$ cat src/rtl/gpio_port_pkg.sv
package gpio_port_pkg;
  typedef enum logic [1:0] {
    MODE_IN  = 2'd0,
    MODE_OUT = 2'd1,
    MODE_ALT = 2'd2,
    MODE_ANA = 2'd3
  } pin_mode_e;

  typedef enum logic [1:0] {
    PULL_NONE = 2'd0,
    PULL_UP   = 2'd1,
    PULL_DOWN = 2'd2,
    PULL_RSVD = 2'd3
  } pin_pull_e;

  localparam logic [7:0] OFS_MODE  = 8'h00;
  localparam logic [7:0] OFS_OTYPE = 8'h04;
  localparam logic [7:0] OFS_SPEED = 8'h08;
  localparam logic [7:0] OFS_PULL  = 8'h0C;
  localparam logic [7:0] OFS_IN    = 8'h10;
  localparam logic [7:0] OFS_OUT   = 8'h14;
  localparam logic [7:0] OFS_SETCL = 8'h18;
  localparam logic [7:0] OFS_FREEZ = 8'h1C;
  localparam logic [7:0] OFS_ALTLO = 8'h20;
  localparam logic [7:0] OFS_ALTHI = 8'h24;
endpackage

$ cat src/rtl/gpio_port_regs.sv
module gpio_port_regs
  import gpio_port_pkg::*;
#(
  parameter int NPIN = 16,
  parameter int SELW = 4,
  parameter int DW   = 32,
  parameter int AW   = 8
) (
  input  logic                 clk,
  input  logic                 rst_n,
  input  logic                 bus_valid,
  input  logic                 bus_write,
  input  logic [AW-1:0]        bus_addr,
  input  logic [DW-1:0]        bus_wdata,
  output logic [DW-1:0]        bus_rdata,
  output logic                 bus_rvalid,
  input  logic [NPIN-1:0]      in_data,
  output logic [2*NPIN-1:0]    mode_o,
  output logic [NPIN-1:0]      otype_o,
  output logic [2*NPIN-1:0]    speed_o,
  output logic [2*NPIN-1:0]    pull_o,
  output logic [NPIN-1:0]      odr_o,
  output logic [SELW*NPIN-1:0] sel_o
);
  localparam int HALF  = NPIN / 2;
  localparam int HALFW = SELW * HALF;

  logic [2*NPIN-1:0] mode_q, speed_q, pull_q;
  logic [NPIN-1:0]   otype_q, odr_q;
  logic [HALFW-1:0]  sello_q, selhi_q;
  logic [DW-1:0]     rd_next;
  logic [NPIN-1:0]   set_bits, clr_bits;

  wire wr = bus_valid && bus_write;
  wire rd = bus_valid && !bus_write;

  assign set_bits = bus_wdata[NPIN-1:0];
  assign clr_bits = bus_wdata[NPIN +: NPIN];

  always_ff @(posedge clk) begin
    if (!rst_n) begin
      mode_q  <= '0;
      speed_q <= '0;
      pull_q  <= '0;
      otype_q <= '0;
      odr_q   <= '0;
      sello_q <= '0;
      selhi_q <= '0;
    end else if (wr) begin
      case (bus_addr)
        OFS_MODE:  mode_q  <= bus_wdata[2*NPIN-1:0];
        OFS_OTYPE: otype_q <= bus_wdata[NPIN-1:0];
        OFS_SPEED: speed_q <= bus_wdata[2*NPIN-1:0];
        OFS_PULL:  pull_q  <= bus_wdata[2*NPIN-1:0];
        OFS_OUT:   odr_q   <= bus_wdata[NPIN-1:0];
        OFS_SETCL: odr_q   <= (odr_q & ~clr_bits) | set_bits;
        OFS_ALTLO: sello_q <= bus_wdata[HALFW-1:0];
        OFS_ALTHI: selhi_q <= bus_wdata[HALFW-1:0];
        default:   ;
      endcase
    end
  end

  always_comb begin
    rd_next = '0;
    case (bus_addr)
      OFS_MODE:  rd_next[2*NPIN-1:0] = mode_q;
      OFS_OTYPE: rd_next[NPIN-1:0]   = otype_q;
      OFS_SPEED: rd_next[2*NPIN-1:0] = speed_q;
      OFS_PULL:  rd_next[2*NPIN-1:0] = pull_q;
      OFS_IN:    rd_next[NPIN-1:0]   = in_data;
      OFS_OUT:   rd_next[NPIN-1:0]   = odr_q;
      OFS_ALTLO: rd_next[HALFW-1:0]  = sello_q;
      OFS_ALTHI: rd_next[HALFW-1:0]  = selhi_q;
      default:   rd_next = '0;
    endcase
  end

  always_ff @(posedge clk) begin
    if (!rst_n) begin
      bus_rdata  <= '0;
      bus_rvalid <= 1'b0;
    end else begin
      bus_rvalid <= rd;
      if (rd) bus_rdata <= rd_next;
    end
  end

  assign mode_o  = mode_q;
  assign otype_o = otype_q;
  assign speed_o = speed_q;
  assign pull_o  = pull_q;
  assign odr_o   = odr_q;
  assign sel_o   = {selhi_q, sello_q};


  set_wins_chk: assert property (@(posedge clk) disable iff (!rst_n)
    (wr && bus_addr == OFS_SETCL) |=>
      ((odr_q & $past(set_bits)) == $past(set_bits)));


  read_resp_chk: assert property (@(posedge clk) disable iff (!rst_n)
    rd |=> bus_rvalid);


  write_quiet_chk: assert property (@(posedge clk) disable iff (!rst_n)
    wr |=> !bus_rvalid);
endmodule

$ cat src/rtl/gpio_in_sync.sv
module gpio_in_sync
  import gpio_port_pkg::*;
#(
  parameter int NPIN = 16
) (
  input  logic              clk,
  input  logic              rst_n,
  input  logic [NPIN-1:0]   pad_in,
  input  logic [2*NPIN-1:0] mode,
  output logic [NPIN-1:0]   in_data
);
  logic [NPIN-1:0] stage1_q, stage2_q;

  always_ff @(posedge clk) begin
    if (!rst_n) begin
      stage1_q <= '0;
      stage2_q <= '0;
    end else begin
      stage1_q <= pad_in;
      stage2_q <= stage1_q;
    end
  end

  for (genvar i = 0; i < NPIN; i++) begin : g_mask
    assign in_data[i] = stage2_q[i] && (mode[2*i +: 2] != MODE_ANA);
  end
endmodule

$ cat src/rtl/gpio_pin_drive.sv
module gpio_pin_drive
  import gpio_port_pkg::*;
#(
  parameter int NAF  = 16,
  parameter int SELW = 4
) (
  input  logic [1:0]      mode,
  input  logic            otype,
  input  logic            odr,
  input  logic [1:0]      pull,
  input  logic [SELW-1:0] sel,
  input  logic [NAF-1:0]  af_src,
  output logic            oe,
  output logic            out,
  output logic            od,
  output logic            pu,
  output logic            pd
);
  logic value, drives;

  always_comb begin
    value  = 1'b0;
    drives = 1'b0;
    case (pin_mode_e'(mode))
      MODE_OUT: begin value = odr;         drives = 1'b1; end
      MODE_ALT: begin value = af_src[sel]; drives = 1'b1; end
      default:  begin value = 1'b0;        drives = 1'b0; end
    endcase
  end

  assign out = value;
  assign od  = otype;
  assign oe  = drives && (!otype || !value);
  assign pu  = (pin_pull_e'(pull) == PULL_UP);
  assign pd  = (pin_pull_e'(pull) == PULL_DOWN);
endmodule

$ cat src/rtl/gpio_port_ctrl.sv
module gpio_port_ctrl
  import gpio_port_pkg::*;
#(
  parameter int NPIN = 16,
  parameter int NAF  = 16,
  parameter int DW   = 32,
  parameter int AW   = 8
) (
  input  logic                clk,
  input  logic                rst_n,
  input  logic                bus_valid,
  input  logic                bus_write,
  input  logic [AW-1:0]       bus_addr,
  input  logic [DW-1:0]       bus_wdata,
  output logic [DW-1:0]       bus_rdata,
  output logic                bus_rvalid,
  input  logic [NPIN-1:0]     pad_in,
  input  logic [NPIN*NAF-1:0] af_src,
  output logic [NPIN-1:0]     pad_oe,
  output logic [NPIN-1:0]     pad_out,
  output logic [NPIN-1:0]     pad_od,
  output logic [NPIN-1:0]     pad_pu,
  output logic [NPIN-1:0]     pad_pd,
  output logic [2*NPIN-1:0]   pad_speed
);
  localparam int SELW = $clog2(NAF);

  logic [2*NPIN-1:0]    mode, pull;
  logic [NPIN-1:0]      otype, odr, in_data;
  logic [SELW*NPIN-1:0] sel;

  gpio_port_regs #(.NPIN(NPIN), .SELW(SELW), .DW(DW), .AW(AW)) u_regs (
    .clk(clk), .rst_n(rst_n),
    .bus_valid(bus_valid), .bus_write(bus_write), .bus_addr(bus_addr),
    .bus_wdata(bus_wdata), .bus_rdata(bus_rdata), .bus_rvalid(bus_rvalid),
    .in_data(in_data), .mode_o(mode), .otype_o(otype), .speed_o(pad_speed),
    .pull_o(pull), .odr_o(odr), .sel_o(sel)
  );

  gpio_in_sync #(.NPIN(NPIN)) u_sync (
    .clk(clk), .rst_n(rst_n), .pad_in(pad_in), .mode(mode), .in_data(in_data)
  );

  for (genvar i = 0; i < NPIN; i++) begin : g_pin
    gpio_pin_drive #(.NAF(NAF), .SELW(SELW)) u_pin (
      .mode(mode[2*i +: 2]), .otype(otype[i]), .odr(odr[i]),
      .pull(pull[2*i +: 2]), .sel(sel[SELW*i +: SELW]),
      .af_src(af_src[NAF*i +: NAF]),
      .oe(pad_oe[i]), .out(pad_out[i]), .od(pad_od[i]),
      .pu(pad_pu[i]), .pd(pad_pd[i])
    );


    od_release_chk: assert property (@(posedge clk) disable iff (!rst_n)
      (pad_od[i] && pad_oe[i]) |-> !pad_out[i]);


    pull_excl_chk: assert property (@(posedge clk) disable iff (!rst_n)
      !(pad_pu[i] && pad_pd[i]));


    idle_mode_chk: assert property (@(posedge clk) disable iff (!rst_n)
      (mode[2*i +: 2] == MODE_IN || mode[2*i +: 2] == MODE_ANA) |-> !pad_oe[i]);
  end
endmodule

$ cat config.mk
export PLATFORM = sky130hd
export DESIGN_NAME = gpio_port_ctrl
export DESIGN_NICKNAME = d
export VERILOG_FILES = /design/src/rtl/gpio_port_pkg.sv /design/src/rtl/gpio_port_regs.sv /design/src/rtl/gpio_in_sync.sv /design/src/rtl/gpio_pin_drive.sv /design/src/rtl/gpio_port_ctrl.sv
export SDC_FILE = /design/constraint.sdc
export NUM_CORES = 1
export LEC_CHECK = 0
export ABC_AREA = 1
export BUFFER_PORTS_ARGS = -buffer_cell sky130_fd_sc_hd__buf_4
export CAP_MARGIN = 20
export CELL_PAD_IN_SITES_DETAIL_PLACEMENT = 0
export CELL_PAD_IN_SITES_GLOBAL_PLACEMENT = 1
export CORE_MARGIN = 3
export CORE_UTILIZATION = 39
export DETAILED_ROUTE_END_ITERATION = 7
export GPL_ROUTABILITY_DRIVEN = 0
export GPL_TIMING_DRIVEN = 0
export PLACE_DENSITY_LB_ADDON = 0.15
export SLEW_MARGIN = 20
export SYNTH_ARGS = -nofsm -noshare
export SYNTH_HDL_FRONTEND = slang
export SYNTH_SLANG_ARGS = --single-unit
$ cat constraint.sdc
create_clock -name clk -period 3.95 [get_ports clk]
set_input_delay 0.5925 -clock clk [delete_from_list [all_inputs] [get_ports clk]]
set_output_delay 0.5925 -clock clk [all_outputs]
set_load 0.02 [all_outputs]
==> results.toml <==
[die]
io_pins = 461
die_y_um = 205.2
start_util_pct = 39.77
die_area_mm2 = 0.04211
placement_rows = 72
die_w_um = 205.2
fp.coreArea_mm2 = 0.03892

[cells_and_area]
area_delta_synth_final_pct = 33.04
fin_nets = 3300
mostFrequentLayoutCells = "623 x nand2_1, 549 x buf_4, 395 x inv_1"
n_antenna_cell = 0
drive_above_1_share_pct = 23.11
final_common_cell = "nand2_1"
final_cells = 3473
stdcell_area_mm2 = 0.02059

[power]
power_density_mw_per_mm2 = 301.8
ir_worst_vdd_mv = 0.2932
finalPower_mw = 6.214
leakagePower_nw = 10.97

[worst_setup_path]
critical_path.startpoint_type = "flop"
required_ns = 3.36
crit_path_end_kind = "output port"
worstSetupPathType = "flop to output port"
arrival_ns = 2.67
worstPathMaxFanout = 10

[route]
ant_nets = 0
first_iter_violations = 1924
drt-met1-wl_um = 28960
drc_errors = 0
wl_per_cell_um = 19.85
wl_met3_um = 6904
via_count = 17990
topRoutingLayerUsed = "met4"
routed_via_density = 5.180
wl_met2_um = 30740
dr.pass1.iters = 5
drt-total-wl_um = 68940

[synth]
synth_top_cell_by_area = "dfxtp_1"
synth_xor_xnor_area_share_pct = 0
synth.area.mux_share_pct = 0
synth_nets = 2810
synth_area_leaders = "dfxtp_1 33%, nand2_1 15%, inv_1 9.6%"
synth-seq-cells = 257
synthCells = 2446
synth_compound_gate_area_share_pct = 16.90
yosysUniqueCellTypes = 28
ys_warn_count = 0
syn-mean-instance-area_um2 = 6.327
synth-simple-area-share_pct = 28.30
synth_top_area_share_pct = 33.24
seq_area_frac_synth_pct = 33.24
netlist_area_mm2 = 0.01548
synthAdderAreaFrac_pct = 3.881
synth_top_family_by_area = "simple AND/OR/NAND/NOR gates"

[global_routing]
gr-total-overflow = 0
grt_pass1_vias = 16500
grt_start_max_net_pins = 15
antenna_found_initial = 0
grt_pass1_wl_um = 99660
track_usage_pct = 30.93

[timing]
drv_slew = 0
rsz0062_at_grt = "no"
max_slew.worst_pin.slew_ns = 0.8927
timing.fmax_mhz = 306.7
setup-tns-final_ns = 0
finalCriticalPeriod_ns = 3.260
slew_headroom_pct = 40.48
fin_crit_sh_pct = 82.54
hold_viol = 0
skew_ns = 0.01655
setup_viol = 0

[clock_tree]
htree_levels = 1
clock-sinks = 257
postCtsResizedCells = 0
clkLatencyLatePin_ns = 0.55
cts_setup_buffers = 0
cts_tree = "done"
root_buffer = "clkbuf_16"
clk_pin_slew_ns = 0.06
hold_buffers = 0
numCtsBuffers = 29
cts_buffer_depth = 3

[placed_design]
post-dp-hpwl_um = 55650
numPlacedInstances = 3423
numPortBuffers = 459
post_dp_cell_area_mm2 = 0.01957

[run]
cap_violations = 0

[outcome]
status = "finished clean"

[min_path]
holdCritPathClass = "primary input to flop"
==> registers in the layout, summed over array words and instances (netlist names) <==
signal / count
u_regs.pull_o: 32
u_regs.odr_o: 16
u_regs.mode_o: 32
u_regs.bus_rvalid: 1
u_regs.sello_q: 32
u_regs.otype_o: 16
u_sync.stage1_q: 16
u_regs.selhi_q: 32
u_sync.stage2_q: 16
u_regs.bus_rdata: 32
u_regs.speed_o: 32
==> metal layers <==
metal	global-route usage (%)	up-vias
li1	-	8622
met1	41.82	8319
met2	49.99	915
met3	6.012	133
met4	9.495	0
met5	0	-
==> path summary, 6_finish.rpt <==
kind                        from                  end  slack [ns]  cells past startpoint
max reg2reg    u_regs.mode_o[16]  u_regs.bus_rdata[8]        2.48                      8
max            u_regs.selhi_q[4]            pad_oe[9]        0.69                     13
min                   pad_in[12]  u_sync.stage1_q[12]        0.22                      3
min reg2reg  u_sync.stage1_q[15]  u_sync.stage2_q[15]        0.41                      2
==> stage by stage <==
step | hold slack, ns | util, % | worst slack (ns)
CTS | 0.2153 | 52.91 | 0.7353
finish | 0.2220 | 52.91 | 0.6898
floorplan | 0.3905 | - | 2.014
global route | 0.2187 | 52.91 | 0.4693
global placement | 0.3992 | 50.29 | 1.275
detailed placement | 0.3966 | 50.29 | 1.292
==> cells in the mapped netlist <==
library cell  count
nand3_4           2
inv_4             2
clkbuf_1         45
clkinv_2          2
buf_6             7
nor2_4            6
dfxtp_1         257
nand2_1         623
buf_2            45
nand2_2           5
o21ai_1          49
o22ai_1          31
nor2_1          116
nor2_2            1
inv_1           395
nand3_1         258
buf_1             1
buf_8             1
buf_4            90
nor2_8            6
a21oi_2           1
o21ai_0         163
ha_1             48
nand2_4           3
nand3_2           2
a21oi_1         270
clkinv_1         12
inv_2             5
==> power by group <==
group	total [mW]	internal (mW)	switching [mW]	leakage (nW)
Sequential	2.63	2.62	0.0133	2.08
Combinational	0.660	0.303	0.357	8.39
Clock	2.92	1.78	1.14	0.498
==> cell families (layout without fill, tap and decap cells) <==
| kind of cell | after synthesis | after routing |
|---|---|---|
| simple gates | 1022 | 1022 |
| buf+inv | 605 | 1114 |
| compound gates | 514 | 514 |
| flops | 257 | 257 |
| fa+ha+maj | 48 | 48 |
==> layout make-up <==
class                           count  area (um2)
Fill cell                        3982       18330
Multi-Input combinational cell   1584        7595
Sequential cell                   257        5145
Timing Repair Buffer              459        3446
Inverter                          416        1569
Buffer                            189        1167
Clock buffer                       39       823.3
Tap cell                          518       648.1
Clock inverter                     11       196.4
==> critical path, stage by stage (launching register included) <==
cell and delay, ns:
dfxtp_1 0.30, buf_2 0.23, clkinv_1 0.28, nand2_1 0.13
nand2_1 0.06, nand2_1 0.05, nand3_1 0.06, nand2_1 0.10
nand2_1 0.06, nand3_1 0.22, nand2_1 0.08, a21oi_1 0.26
buf_4 0.16, buf_4 0.13
(Power assumes the default switching activity.)
